`src/rtl/bsc_pkg.sv`:
```
package bsc_pkg;
  parameter int AW       = 32;  // address width
  parameter int NBANK    = 8;   // number of windows
  parameter int LO_BIT   = 15;  // log2 of smallest window (32 KB)
  parameter int HI_BIT   = 28;  // log2 of largest window (256 MB)
  parameter int WAIT_W   = 5;   // wait counter width
  parameter int MAX_WAIT = 30;  // largest honoured wait count
  parameter int NLANE    = 4;   // byte lanes

  localparam int BASE_W = AW - LO_BIT;
  localparam int MASK_W = HI_BIT - LO_BIT;
  localparam int FIX_W  = AW - HI_BIT;
  localparam int SEL_W  = $clog2(NBANK);

  localparam logic [1:0] PW_8  = 2'd0;
  localparam logic [1:0] PW_16 = 2'd1;
  localparam logic [1:0] PW_32 = 2'd2;

  typedef struct packed {
    logic              en;
    logic [BASE_W-1:0] base;
    logic [MASK_W-1:0] mask;
    logic [WAIT_W-1:0] wstates;
    logic [1:0]        width;
    logic              wp;
  } bank_cfg_t;

  typedef enum logic [1:0] {ST_IDLE, ST_WAIT, ST_ACK, ST_ERR} st_e;

  function automatic logic [NLANE-1:0] lane_mask(input logic [1:0] w);
    case (w)
      PW_8:    return NLANE'(1);
      PW_16:   return NLANE'(3);
      default: return '1;
    endcase
  endfunction
endpackage

```
`src/rtl/bsc_bank_regs.sv`:
```
module bsc_bank_regs
  import bsc_pkg::*;
#(
  parameter int BOOT_WAIT = MAX_WAIT
) (
  input  logic                     clk,
  input  logic                     rst,
  input  logic [1:0]               boot_width,
  input  logic                     cfg_we,
  input  logic [SEL_W-1:0]         cfg_sel,
  input  logic                     cfg_en,
  input  logic [BASE_W-1:0]        cfg_base,
  input  logic [MASK_W-1:0]        cfg_mask,
  input  logic [WAIT_W-1:0]        cfg_wait,
  input  logic [1:0]               cfg_width,
  input  logic                     cfg_wp,
  output bank_cfg_t [NBANK-1:0]    cfg_o
);
  localparam int BOOT_N = (BOOT_WAIT > MAX_WAIT) ? MAX_WAIT : BOOT_WAIT;

  logic [WAIT_W-1:0] wait_clamped;
  assign wait_clamped = (cfg_wait > WAIT_W'(MAX_WAIT)) ? WAIT_W'(MAX_WAIT) : cfg_wait;

  for (genvar g = 0; g < NBANK; g++) begin : g_bank
    bank_cfg_t rst_val;
    if (g == 0) begin : g_boot
      assign rst_val = '{en: 1'b1, base: '0, mask: '0,
                         wstates: WAIT_W'(BOOT_N), width: boot_width, wp: 1'b0};
    end else begin : g_plain
      assign rst_val = '{en: 1'b0, base: '0, mask: '0,
                         wstates: '0, width: PW_32, wp: 1'b0};
    end

    always_ff @(posedge clk) begin
      if (rst) begin
        cfg_o[g] <= rst_val;
      end else if (cfg_we && (cfg_sel == SEL_W'(g))) begin
        cfg_o[g] <= '{en: cfg_en, base: cfg_base, mask: cfg_mask,
                      wstates: wait_clamped, width: cfg_width, wp: cfg_wp};
      end
    end
  end
endmodule

```
`src/rtl/bsc_bank_match.sv`:
```
module bsc_bank_match
  import bsc_pkg::*;
(
  input  bank_cfg_t         cfg_i,
  input  logic [AW-1:0]     addr_i,
  output logic              hit_o
);
  logic [AW-1:0] base_full;
  logic [AW-1:0] cmp_mask;

  assign base_full = {cfg_i.base, {LO_BIT{1'b0}}};
  assign cmp_mask  = {{FIX_W{1'b1}}, cfg_i.mask, {LO_BIT{1'b0}}};
  assign hit_o     = cfg_i.en && (((addr_i ^ base_full) & cmp_mask) == '0);
endmodule

```
`src/rtl/bsc_prio.sv`:
```
module bsc_prio
  import bsc_pkg::*;
(
  input  logic [NBANK-1:0] hit_i,
  output logic             found_o,
  output logic [SEL_W-1:0] idx_o
);
  always_comb begin
    found_o = 1'b0;
    idx_o   = '0;
    for (int i = NBANK - 1; i >= 0; i--) begin
      if (hit_i[i]) begin
        found_o = 1'b1;
        idx_o   = SEL_W'(i);
      end
    end
  end
endmodule

```
`src/rtl/bank_select_ctrl.sv`:
```
module bank_select_ctrl
  import bsc_pkg::*;
#(
  parameter int BOOT_WAIT = MAX_WAIT
) (
  input  logic              clk,
  input  logic              rst,
  input  logic [1:0]        boot_width,
  input  logic              cfg_we,
  input  logic [2:0]        cfg_sel,
  input  logic              cfg_en,
  input  logic [16:0]       cfg_base,
  input  logic [12:0]       cfg_mask,
  input  logic [4:0]        cfg_wait,
  input  logic [1:0]        cfg_width,
  input  logic              cfg_wp,
  input  logic              req_valid,
  input  logic [31:0]       req_addr,
  input  logic              req_write,
  input  logic [3:0]        req_be,
  output logic [7:0]        cs_n,
  output logic [3:0]        we_n,
  output logic              oe_n,
  output logic              ack,
  output logic              terr
);
  bank_cfg_t [NBANK-1:0] cfg;
  logic [NBANK-1:0]      hit;
  logic                  found;
  logic [SEL_W-1:0]      pick;

  bsc_bank_regs #(.BOOT_WAIT(BOOT_WAIT)) u_regs (
    .clk        (clk),
    .rst        (rst),
    .boot_width (boot_width),
    .cfg_we     (cfg_we),
    .cfg_sel    (cfg_sel),
    .cfg_en     (cfg_en),
    .cfg_base   (cfg_base),
    .cfg_mask   (cfg_mask),
    .cfg_wait   (cfg_wait),
    .cfg_width  (cfg_width),
    .cfg_wp     (cfg_wp),
    .cfg_o      (cfg)
  );

  for (genvar g = 0; g < NBANK; g++) begin : g_match
    bsc_bank_match u_match (
      .cfg_i  (cfg[g]),
      .addr_i (req_addr),
      .hit_o  (hit[g])
    );
  end

  bsc_prio u_prio (
    .hit_i   (hit),
    .found_o (found),
    .idx_o   (pick)
  );

  st_e               st_q, st_d;
  logic [SEL_W-1:0]  sel_q, sel_d;
  logic [WAIT_W-1:0] cnt_q, cnt_d;
  logic              wr_q, wr_d;
  logic [NLANE-1:0]  lanes_q, lanes_d;
  logic              blocked;
  logic              sel_on;

  assign blocked = req_write && cfg[pick].wp;

  always_comb begin
    st_d    = st_q;
    sel_d   = sel_q;
    cnt_d   = cnt_q;
    wr_d    = wr_q;
    lanes_d = lanes_q;
    case (st_q)
      ST_IDLE: begin
        if (req_valid) begin
          if (found && !blocked) begin
            st_d    = ST_WAIT;
            sel_d   = pick;
            cnt_d   = cfg[pick].wstates;
            wr_d    = req_write;
            lanes_d = req_be & lane_mask(cfg[pick].width);
          end else begin
            st_d = ST_ERR;
          end
        end
      end
      ST_WAIT: begin
        if (cnt_q == '0) st_d = ST_ACK;
        else             cnt_d = cnt_q - 1'b1;
      end
      default: st_d = ST_IDLE;
    endcase
  end

  assign sel_on = (st_d == ST_WAIT) || (st_d == ST_ACK);

  always_ff @(posedge clk) begin
    if (rst) begin
      st_q    <= ST_IDLE;
      sel_q   <= '0;
      cnt_q   <= '0;
      wr_q    <= 1'b0;
      lanes_q <= '0;
      cs_n    <= '1;
      we_n    <= '1;
      oe_n    <= 1'b1;
      ack     <= 1'b0;
      terr    <= 1'b0;
    end else begin
      st_q    <= st_d;
      sel_q   <= sel_d;
      cnt_q   <= cnt_d;
      wr_q    <= wr_d;
      lanes_q <= lanes_d;
      cs_n    <= sel_on ? ~(NBANK'(1) << sel_d) : '1;
      we_n    <= (sel_on && wr_d) ? ~lanes_d : '1;
      oe_n    <= !(sel_on && !wr_d);
      ack     <= (st_d == ST_ACK);
      terr    <= (st_d == ST_ERR);
    end
  end
endmodule

```
`config.mk`:
```
export PLATFORM = sky130hd
export DESIGN_NAME = bank_select_ctrl
export DESIGN_NICKNAME = d
export VERILOG_FILES = /design/src/rtl/bsc_pkg.sv /design/src/rtl/bsc_bank_regs.sv /design/src/rtl/bsc_bank_match.sv /design/src/rtl/bsc_prio.sv /design/src/rtl/bank_select_ctrl.sv
export SDC_FILE = /design/constraint.sdc
export NUM_CORES = 1
export LEC_CHECK = 0
export BUFFER_PORTS_ARGS = -buffer_cell sky130_fd_sc_hd__buf_2
export CAP_MARGIN = 25
export CELL_PAD_IN_SITES_DETAIL_PLACEMENT = 1
export CELL_PAD_IN_SITES_GLOBAL_PLACEMENT = 2
export CORE_UTILIZATION = 33
export CTS_CLUSTER_SIZE = 20
export DETAILED_ROUTE_END_ITERATION = 8
export PLACE_DENSITY = 0.73
export SETUP_SLACK_MARGIN = 0.5
export SLEW_MARGIN = 20
export SYNTH_ARGS = -nofsm -noshare
export SYNTH_HDL_FRONTEND = slang
export SYNTH_SLANG_ARGS = --single-unit
```
`constraint.sdc`:
```
create_clock -name clk -period 4.5 [get_ports clk]
set_clock_uncertainty 0.2 [all_clocks]
set_input_delay 0.9 -clock clk [delete_from_list [all_inputs] [get_ports clk]]
set_output_delay 0.9 -clock clk [all_outputs]
set_load 0.1 [all_outputs]
```
==> impl_metrics.json, run 1 <==
{
  "outcome": "complete, no violations",
  "synth_nets": 1976,
  "fmax_mhz": 250.1,
  "wl_met3_mm": 2.255,
  "coreArea_sq_um": 44410,
  "grt_max_degree": 144,
  "die_w_um": 214.8,
  "cellLeakagePower_nw": 6.671,
  "clk_latency_ps": 560,
  "peakVddDrop_mv": 0.2349,
  "cts_buffer_depth": 3,
  "grt_pass1_wl_mm": 81.43,
  "ys_seq_elements": 342,
  "cts_tree": "done",
  "p_switching_w": 0.001768,
  "final_core_util_pct": 39.76,
  "intPower_w": 0.005033,
  "synth_seq_area_share_pct": 45.96,
  "cp_max_fo": 4,
  "netlist_instances": 1888,
  "die_area_sq_um": 46130,
  "drtIter0Drc": 714,
  "area_growth_syn_to_layout_pct": 18.19,
  "layout_worst_path_cycle_share_pct": 88.84,
  "numCtsBuffers": 40,
  "relSlewSlack_pct": 34.60,
  "grt.total_usage_pct": 23.43,
  "hpwl_mm": 35.26,
  "required_ps": 4750,
  "globalplace.congestion": 0.8206,
  "num_rows": 77,
  "io-pin-count": 100,
  "maxCapViolations": 0,
  "swShare_pct": 26.00,
  "wirelength_mm": 53.86,
  "grt_pass1_vias": 13390,
  "cp_slowest_cell": "or4_4",
  "drive_above_1_share_pct": 15.46,
  "num_vias": 12990,
  "ys_types": 60,
  "cts-root-buf": "clkbuf_16",
  "critPathKind": "input pin to flop",
  "clock-sinks": 342,
  "maxSlewViolCount": 0,
  "route.met2.wl_mm": 24.57,
  "finalCriticalPeriod_ps": 3998,
  "async_reset_ff_share_pct": 0,
  "route.detailed.drc": 0,
  "wl_met1_mm": 25.50,
  "overflow": 0,
  "die_height_um": 214.8,
  "initial_core_util_pct": 33.64,
  "finalHoldViolations": 0,
  "io_buffers": 84,
  "comb_power_share_pct": 9.7,
  "seq_power_share_pct": 46.2,
  "p_per_area_nw_per_um2": 385.2,
  "wl_per_cell_um": 20.93,
  "worst_pin_slew_ps": 981.1,
  "hold_class": "flop to flop",
  "worstPathArrival_ps": 4250,
  "dr.pass1.iters": 5,
  "yosys_warnings": 0,
  "antenna_found_initial": 4,
  "cp-start-kind": "input pin",
  "antenna_left": 0,
  "htree_levels": 2,
  "synth-edff-count": 2,
  "syn_avg_cell_area_sq_um": 7.913,
  "cpPeakStageDelay_ps": 530,
  "final-setup-viol-count": 0,
  "p_total_w": 0.006802,
  "synth_area_sq_um": 14940,
  "crit_path_cell_trace": "buf_2 -> xor2_1 -> a22oi_1 -> buf_4 -> nand2_2 -> or4_4 -> a21o_1 -> a211oi_4 -> mux2i_1 -> buf_4 -> o211ai_4 -> o21ai_2 -> nand3_2 -> nand2_2 -> ha_4 -> nor2_4 -> and3_4 -> o2bb2a_4",
  "ys.flop_type": "dfxtp_1",
  "clk_pin_slew_worst_paths_ps": 60,
  "nets": 2043,
  "hold_slack_ps": 254.0,
  "end_kind": "flop",
  "via_per_inst": 5.047,
  "routed.top_layer": "met4",
  "grt_setup_unrepaired": "true",
  "power.share.clock_pct": 44.1
}
-- cells in the final DEF, fill, tap and decap left out, types with 6 or more instances in the layout --
cell type / synthesis / routed
a211oi_1: 6 / 6
a21oi_1: 310 / 310
a22oi_1: 48 / 46
buf_12: 0 / 7
buf_2: 8 / 81
buf_4: 30 / 98
clkbuf_1: 98 / 16
clkbuf_16: 0 / 42
dfxtp_1: 340 / 340
inv_1: 10 / 10
mux2_2: 9 / 9
mux2i_1: 40 / 40
nand2_1: 653 / 646
nand2_2: 0 / 7
nand2b_1: 7 / 7
nand3_1: 19 / 14
nand3_2: 1 / 6
nand3b_1: 11 / 11
nand4_1: 17 / 17
nor2_1: 29 / 20
nor2_4: 0 / 7
nor2b_1: 10 / 10
nor3_1: 15 / 10
xnor2_1: 7 / 7
xor2_1: 129 / 128
-- synth_stat cells, types with 6 or more instances --
library cell	count	area share (%)
nor2_1	29	0.73
buf_2	8	0.27
mux2i_1	40	2.7
a22oi_1	48	2.4
nand3b_1	11	0.55
nand2b_1	7	0.29
buf_4	30	1.5
clkbuf_1	98	2.5
nor3_1	15	0.50
a211oi_1	6	0.30
nand3_1	19	0.64
a21oi_1	310	10
inv_1	10	0.25
xor2_1	129	7.6
buf_1	10	0.25
nor2b_1	10	0.42
clkbuf_2	16	0.54
xnor2_1	7	0.41
nand2_1	653	16
mux2_2	9	0.68
buf_6	6	0.45
nand4_1	17	0.71
dfxtp_1	340	46
-- final cells by class --
class                   instances  area [sq um]
clock inverters                 6         36.28
clock buffers                  60          1127
fillers                      5315         26760
diodes                          3         7.507
well taps                     592         740.7
inverters                      10         37.54
repair buffers                193          1394
flip-flops and latches        342          6867
multi-input cells            1368          7448
-- sequential cells by signal (all words and copies together), names as in the netlist --
register and cells:
sel_q 3, terr 1, ack 1, st_q 2
cnt_q 5, cs_n 8, lanes_q 4, wr_q 1
we_n 4, oe_n 1, u_regs.cfg_o 312
-- worst max-delay path: cells and delay by family --
family | cells | cell delay, ps
mux | 1 | 260
fa+ha+maj | 1 | 210
compound gates | 6 | 1150
xor+xnor | 1 | 140
buf+inv | 3 | 440
simple gates | 6 | 1180
-- power groups by stage --
stage	sequential [W]	combinational, W	clock, W
detailed placement	0.00321	0.000636	0
CTS	0.00314	0.000652	0.00309
finish	0.00314	0.000657	0.00300
floorplan	0.00324	0.000358	0
global route	0.00315	0.000709	0.00321
global placement	0.00321	0.000625	0
-- metrics by stage --
stage | instance area (sq um) | TNS [ps] | setup slack, ps | std cells
after floorplan | 15000 | 0 | 167.8 | 1888
after global placement | 16240 | -2271 | -282.4 | 2498
after detailed placement | 16260 | -3072 | -335.0 | 2499
after CTS | 17510 | 0 | 510.9 | 2567
after global routing | 17660 | 0 | 330.2 | 2573
final | 17660 | 0 | 502.1 | 2574
-- logic make-up (layout without fill, tap and decap cells) --
group,count (synthesis),in the layout,share of synthesized area (%)
adders and majority gates,3,3,0.2513
xor gates and xnor gates,136,136,7.973
buffers and inverters,178,269,5.728
muxes,52,52,3.710
AOI/OAI and AO/OA,399,399,15.30
and+or+nand+nor,778,778,21.08
other,0,3,0
DFF,342,342,45.96
-- routing by layer --
layer	vias to the layer above	track usage, %
met1	6361	31.86
met4	0	8.476
met5	-	0
met3	66	3.241
met2	245	37.71
li1	6320	-
-- final timing paths --
check	start	to	slack [ps]	cells after the start
max reg2reg	u_regs.cfg_o[260]$_SDFFE_PP0P_	we_n[2]$_SDFF_PP1_	620	17
min reg2reg	u_regs.cfg_o[39]$_SDFFE_PP0P_	u_regs.cfg_o[39]$_SDFFE_PP0P_	250	2
max	req_addr[20]	we_n[2]$_SDFF_PP1_	500	18
min	u_regs.cfg_o[39]$_SDFFE_PP0P_	u_regs.cfg_o[39]$_SDFFE_PP0P_	250	2
-- timing repair --
action                     in CTS  in global routing
hold buffers                    0                  0
gates resized for setup        13                 17
buffers inserted                2                  1
gates cloned                    0                  1
setup endpoints to repair      13                 19
pin swaps                       8                  3
Power figures use the tool's default switching activity.
==> run 2: changes to the inputs <==
Settings changed: BUFFER_PORTS_ARGS -buffer_cell sky130_fd_sc_hd__buf_2 to -buffer_cell sky130_fd_sc_hd__clkbuf_2.
==> run 2 against run 1 <==
Global-route usage increased by 0.098 points. Maximum frequency increased by 2.7%. Non-clock buffer count decreased by 1. Sequential cell count unchanged. Routed wire length increased by 1.2%. Sequential power about the same. Combinational power about the same. Worst hold slack got worse by 3.9 ps. Die area unchanged. Total power increased by 10%. Highest routed layer unchanged.
==> impl_metrics.json, run 2 (same netlist as run 1, synthesis figures left out) <==
{
  "final_area_sq_um": 18060,
  "fmax_mhz": 256.8,
  "num_rows": 77,
  "die_area_sq_um": 46130,
  "die_height_um": 214.8,
  "p_switching_w": 0.001869,
  "hpwl_mm": 35.75,
  "nets": 2044,
  "route.detailed.drc": 0,
  "cp_max_fo": 4,
  "largest_reg_flops": 312,
  "antenna_left": 0,
  "final_cell_count_no_fill": 2581,
  "mostFrequentLayoutCells": "nand2_1, dfxtp_1, a21oi_1",
  "grt.total_usage_pct": 23.53,
  "overflow": 0,
  "via_per_inst": 5.095,
  "peakVddDrop_mv": 0.2408,
  "maxCapViolations": 0,
  "cp-start-kind": "input pin",
  "r2r-start": "u_regs.cfg_o[257]$_SDFFE_PP0P_",
  "io-pin-count": 100,
  "cts-root-buf": "clkbuf_16",
  "grt_setup_unrepaired": "true",
  "p_per_area_nw_per_um2": 414.7,
  "antenna_found_initial": 3,
  "hold_path_startpoint": "u_regs.cfg_o[237]$_SDFFE_PP0P_",
  "hold_class": "flop to flop",
  "dpl_cell_area_sq_um": 16280,
  "swShare_pct": 24.96,
  "layout_worst_path_cycle_share_pct": 86.53,
  "critPathKind": "input pin to flop",
  "wirelength_mm": 54.52,
  "intPower_w": 0.005619,
  "globalplace.congestion": 0.8019,
  "power.share.clock_pct": 49.2,
  "drive_above_1_share_pct": 17.01,
  "drtIter0Drc": 680,
  "regMostFlops": "u_regs.cfg_o",
  "clk_pin_slew_worst_paths_ps": 60,
  "num_vias": 13150,
  "die_w_um": 214.8,
  "final_common_cell": "nand2_1",
  "numCtsBuffers": 42,
  "maxSlewViolCount": 0,
  "end_kind": "flop",
  "finalCriticalPeriod_ps": 3894,
  "grt_pass1_vias": 13360,
  "coreArea_sq_um": 44410,
  "worstPathArrival_ps": 4150,
  "relSlewSlack_pct": 34.28,
  "io_buffers": 84,
  "cts_tree": "done",
  "seq_power_share_pct": 42.0,
  "outcome": "complete, no violations",
  "crit_start": "req_addr[20]",
  "wl_per_cell_um": 21.12,
  "initial_core_util_pct": 33.64,
  "dr.pass1.iters": 6,
  "grt_max_degree": 113,
  "largest_registers": "u_regs.cfg_o (312), cs_n (8), cnt_q (5)",
  "dp.cells": 2501,
  "ctsHoldBuffers": 0,
  "finalHoldViolations": 0,
  "final-setup-viol-count": 0,
  "clk_latency_ps": 570,
  "htree_levels": 2,
  "required_ps": 4760,
  "grt_pass1_wl_mm": 82.33,
  "area_growth_syn_to_layout_pct": 20.85,
  "cellLeakagePower_nw": 6.839,
  "clock-sinks": 342,
  "comb_power_share_pct": 8.8,
  "cts_buffer_depth": 3,
  "worst_pin_slew_ps": 973.0
}
-- run 2: cell type report --
| cell class | instances | area (sq um) |
|---|---|---|
| Timing Repair Buffer | 192 | 1354 |
| Inverter | 10 | 37.54 |
| Multi-Input combinational cell | 1368 | 7564 |
| Clock inverter | 18 | 300.3 |
| Fill cell | 5287 | 26360 |
| Sequential cell | 342 | 6867 |
| Antenna cell | 2 | 5.005 |
| Tap cell | 592 | 740.7 |
| Clock buffer | 57 | 1189 |
-- run 2: what timing repair did --
action,CTS,global route
gates resized for setup,18,43
pin swaps,9,19
endpoints found under the hold margin,0,0
buffers inserted,0,3
gates cloned,0,0
setup endpoints to repair,13,21
-- run 2: per-layer routing --
| layer | track usage [%] | wire [um] | part of all wire [%] | vias to the layer above |
|---|---|---|---|---|
| met4 | 5.429 | 1126 | 2.1 | 0 |
| met5 | 0 | 0 | 0 | - |
| met3 | 3.340 | 2204 | 4.0 | 67 |
| li1 | - | - | - | 6323 |
| met1 | 32.22 | 25930 | 48 | 6514 |
| met2 | 38.90 | 25260 | 46 | 247 |
-- run 2: power by group through the flow --
stage          clock network [W]  logic, W  registers (W)
3_3_place_gp                   0  0.000624        0.00321
3_5_place_dp                   0  0.000636        0.00321
5_1_grt                  0.00390  0.000710        0.00315
6_report                 0.00369  0.000657        0.00315
2_1_floorplan                  0  0.000358        0.00324
4_1_cts                  0.00376  0.000652        0.00314
-- run 2: path summary, 6_finish.rpt --
path | slack, ps | to | depth (start not counted)
setup reg to reg | 710 | we_n[1]$_SDFF_PP1_ | 15
hold / removal | 250 | u_regs.cfg_o[237]$_SDFFE_PP0P_ | 2
hold reg to reg | 250 | u_regs.cfg_o[237]$_SDFFE_PP0P_ | 2
setup / recovery | 610 | we_n[1]$_SDFF_PP1_ | 16
-- run 2: critical path: stages --
cell and delay [ps]:
clkbuf_2 100, xor2_1 150, a22oi_2 230, nand2_1 130, or4_4 570, a21o_1 210
a211oi_4 340, mux2i_2 330, o211ai_4 110, o21ai_2 140, nand3_2 90, nand2_2 100
ha_4 210, nor2_4 130, and3_4 240, o2bb2a_4 160
-- run 2: through the flow --
| stage | TNS [ps] | hold WS [ps] | utilization [%] | worst slack (ps) | total power (W) |
|---|---|---|---|---|---|
| 2_1_floorplan | 0 | 232.0 | - | 167.8 | 0.003597 |
| 3_3_place_gp | -3238 | 241.1 | 36.56 | -337.6 | 0.003830 |
| 3_5_place_dp | -4211 | 247.5 | 36.65 | -406.7 | 0.003847 |
| 4_1_cts | 0 | 255.3 | 40.20 | 500.6 | 0.007558 |
| 5_1_grt | 0 | 270.2 | 40.65 | 474.1 | 0.007765 |
| 6_report | 0 | 250.1 | 40.65 | 606.1 | 0.007488 |
==> run 3: changes to the inputs <==
Settings changed: CTS_CLUSTER_DIAMETER from default to 200, REMOVE_ABC_BUFFERS from default to 1, TNS_END_PERCENT from default to 1.
==> run 3 against run 2 <==
Worst setup slack worse by 200 ps. Routed wire length down 8.3%. Clock power down 47%. Combinational power up 2%. Sequential cell count unchanged. Highest routed layer unchanged.
==> impl_metrics.json, run 3 (same netlist as run 1, synthesis figures left out) <==
{
  "outcome": "complete, no violations",
  "antenna_found_initial": 0,
  "peakVddDrop_mv": 0.2321,
  "antenna_left": 0,
  "grt_pass1_wl_mm": 77.06,
  "grt_max_degree": 97,
  "wl_per_cell_um": 19.69,
  "diodes": 0,
  "final_cell_count_no_fill": 2539,
  "final-setup-viol-count": 0,
  "layout_worst_path_cycle_share_pct": 91.08,
  "num_rows": 77,
  "cts_tree": "done",
  "rrSetupSlack_ps": 490,
  "cp_max_fo": 6,
  "hpwl_mm": 32.94,
  "required_ps": 4720,
  "worstRegToRegCells": 18,
  "grt.total_usage_pct": 21.42,
  "clock-sinks": 342,
  "grt_pass1_vias": 13070,
  "regMostFlops": "u_regs.cfg_o",
  "crit_start": "req_addr[26]",
  "grt_setup_unrepaired": "true",
  "nets": 2033,
  "critPathKind": "input pin to flop",
  "critPathCapture": "we_n[0]$_SDFF_PP1_",
  "die_w_um": 214.8,
  "drtIter0Drc": 595,
  "cellLeakagePower_nw": 6.483,
  "htree_levels": 1,
  "dpl_cell_area_sq_um": 16290,
  "io_buffers": 84,
  "io-pin-count": 100,
  "final_common_cell": "nand2_1",
  "maxSlewViolCount": 0,
  "dr.pass1.iters": 4,
  "largest_reg_flops": 312,
  "cts-root-buf": "clkbuf_16",
  "initial_core_util_pct": 33.64,
  "finalHoldViolations": 0,
  "cp-start-kind": "input pin",
  "route.detailed.drc": 0,
  "reg2reg_to": "we_n[0]$_SDFF_PP1_",
  "maxCapViolations": 0,
  "p_per_area_nw_per_um2": 334.5,
  "end_kind": "flop",
  "area_growth_syn_to_layout_pct": 15.38,
  "via_per_inst": 5.018,
  "hold_class": "flop to flop",
  "worst_pin_slew_ps": 936.8,
  "r2r-start": "u_regs.cfg_o[258]$_SDFFE_PP0P_",
  "worstPathArrival_ps": 4320,
  "fmax_mhz": 244.0,
  "die_area_sq_um": 46130,
  "globalplace.congestion": 0.7798,
  "die_height_um": 214.8,
  "numCtsBuffers": 21,
  "final_area_sq_um": 17240,
  "num_vias": 12740,
  "p_total_w": 0.005767,
  "relSlewSlack_pct": 37.40,
  "coreArea_sq_um": 44410,
  "mostFrequentLayoutCells": "nand2_1, dfxtp_1, a21oi_1",
  "clk_pin_slew_worst_paths_ps": 90,
  "n_fill_cell": 5313,
  "drive_above_1_share_pct": 15.10,
  "cts_buffer_depth": 3,
  "finalCriticalPeriod_ps": 4099,
  "largest_registers": "u_regs.cfg_o (312), cs_n (8), cnt_q (5)",
  "ctsHoldBuffers": 0,
  "wirelength_mm": 49.99,
  "fin_tns_setup_ps": 0,
  "clk_latency_ps": 550,
  "overflow": 0,
  "dp.cells": 2501
}
run 3: cell count changes in the layout (fill, tap and decap cells not counted), sizes merged:
cell,delta
bufinv,-8
diode,-2
clkinvlp,-2
clkinv,-6
buf,+1
clkbuf,-25
run 3: how the worst min path moves through the flow:
stage	cells after the start	slack [ps]	end	from
finish	2	260	u_regs.cfg_o[57]$_SDFFE_PP0P_	u_regs.cfg_o[57]$_SDFFE_PP0P_
global route	2	270	u_regs.cfg_o[285]$_SDFFE_PP0P_	u_regs.cfg_o[285]$_SDFFE_PP0P_
CTS	2	260	u_regs.cfg_o[211]$_SDFFE_PP0P_	u_regs.cfg_o[211]$_SDFFE_PP0P_
detailed placement	2	250	u_regs.cfg_o[53]$_SDFFE_PP0P_	u_regs.cfg_o[53]$_SDFFE_PP0P_
global placement	2	240	u_regs.cfg_o[202]$_SDFFE_PP0P_	u_regs.cfg_o[202]$_SDFFE_PP0P_
floorplan	2	230	lanes_q[1]$_SDFF_PP0_	lanes_q[1]$_SDFF_PP0_
run 3: metal layers:
metal / up-vias / track usage, % / wire length (um)
met3: 51 / 2.208 / 1084
met2: 150 / 38.46 / 25000
met1: 6274 / 27.34 / 22820
met5: - / 0 / 0
met4: 0 / 5.071 / 1087
li1: 6266 / - / -
run 3: cell type report:
type                    instances  area [sq um]  area share, %
clock buffers                  23         533.0          3.092
clock inverters                 2         28.78         0.1669
inverters                      10         37.54         0.2177
multi-input cells            1368          7495          43.48
flip-flops and latches        342          6867          39.83
well taps                     592         740.7          4.297
repair buffers                202          1538          8.920
run 3: repair_timing:
| item | in CTS | in global routing |
|---|---|---|
| pin swaps | 16 | 15 |
| gates resized for setup | 37 | 22 |
| endpoints found under the setup margin | 24 | 26 |
| setup buffers | 8 | 5 |
run 3: power breakdown:
part           switching, W  leakage [nW]  internal [W]
registers         0.0000395          2.77       0.00310
logic              0.000434          3.44      0.000234
clock network       0.00110         0.275      0.000858
run 3: through the flow:
step | utilization [%] | hold WS, ps | setup slack (ps)
6_report | 38.81 | 258.3 | 401.3
5_1_grt | 38.81 | 274.2 | 316.7
4_1_cts | 38.50 | 261.3 | 396.2
3_5_place_dp | 36.68 | 248.6 | -748.0
3_3_place_gp | 36.59 | 239.3 | -678.7
2_1_floorplan | - | 225.3 | -626.1
run 3: worst max-delay path: stages:
cell       delay (ps)
clkbuf_16         130
xor2_2            140
a22oi_2           190
buf_4             160
nand4_1           130
or4_4             570
a21o_1            200
a211oi_4          340
mux2i_2           330
o211ai_4          120
o21ai_2           160
nand3_2           140
nand2_4           110
ha_4              210
nor2_4            120
buf_6             140
nand3_2            80
nor2_2            100
a41oi_1            40
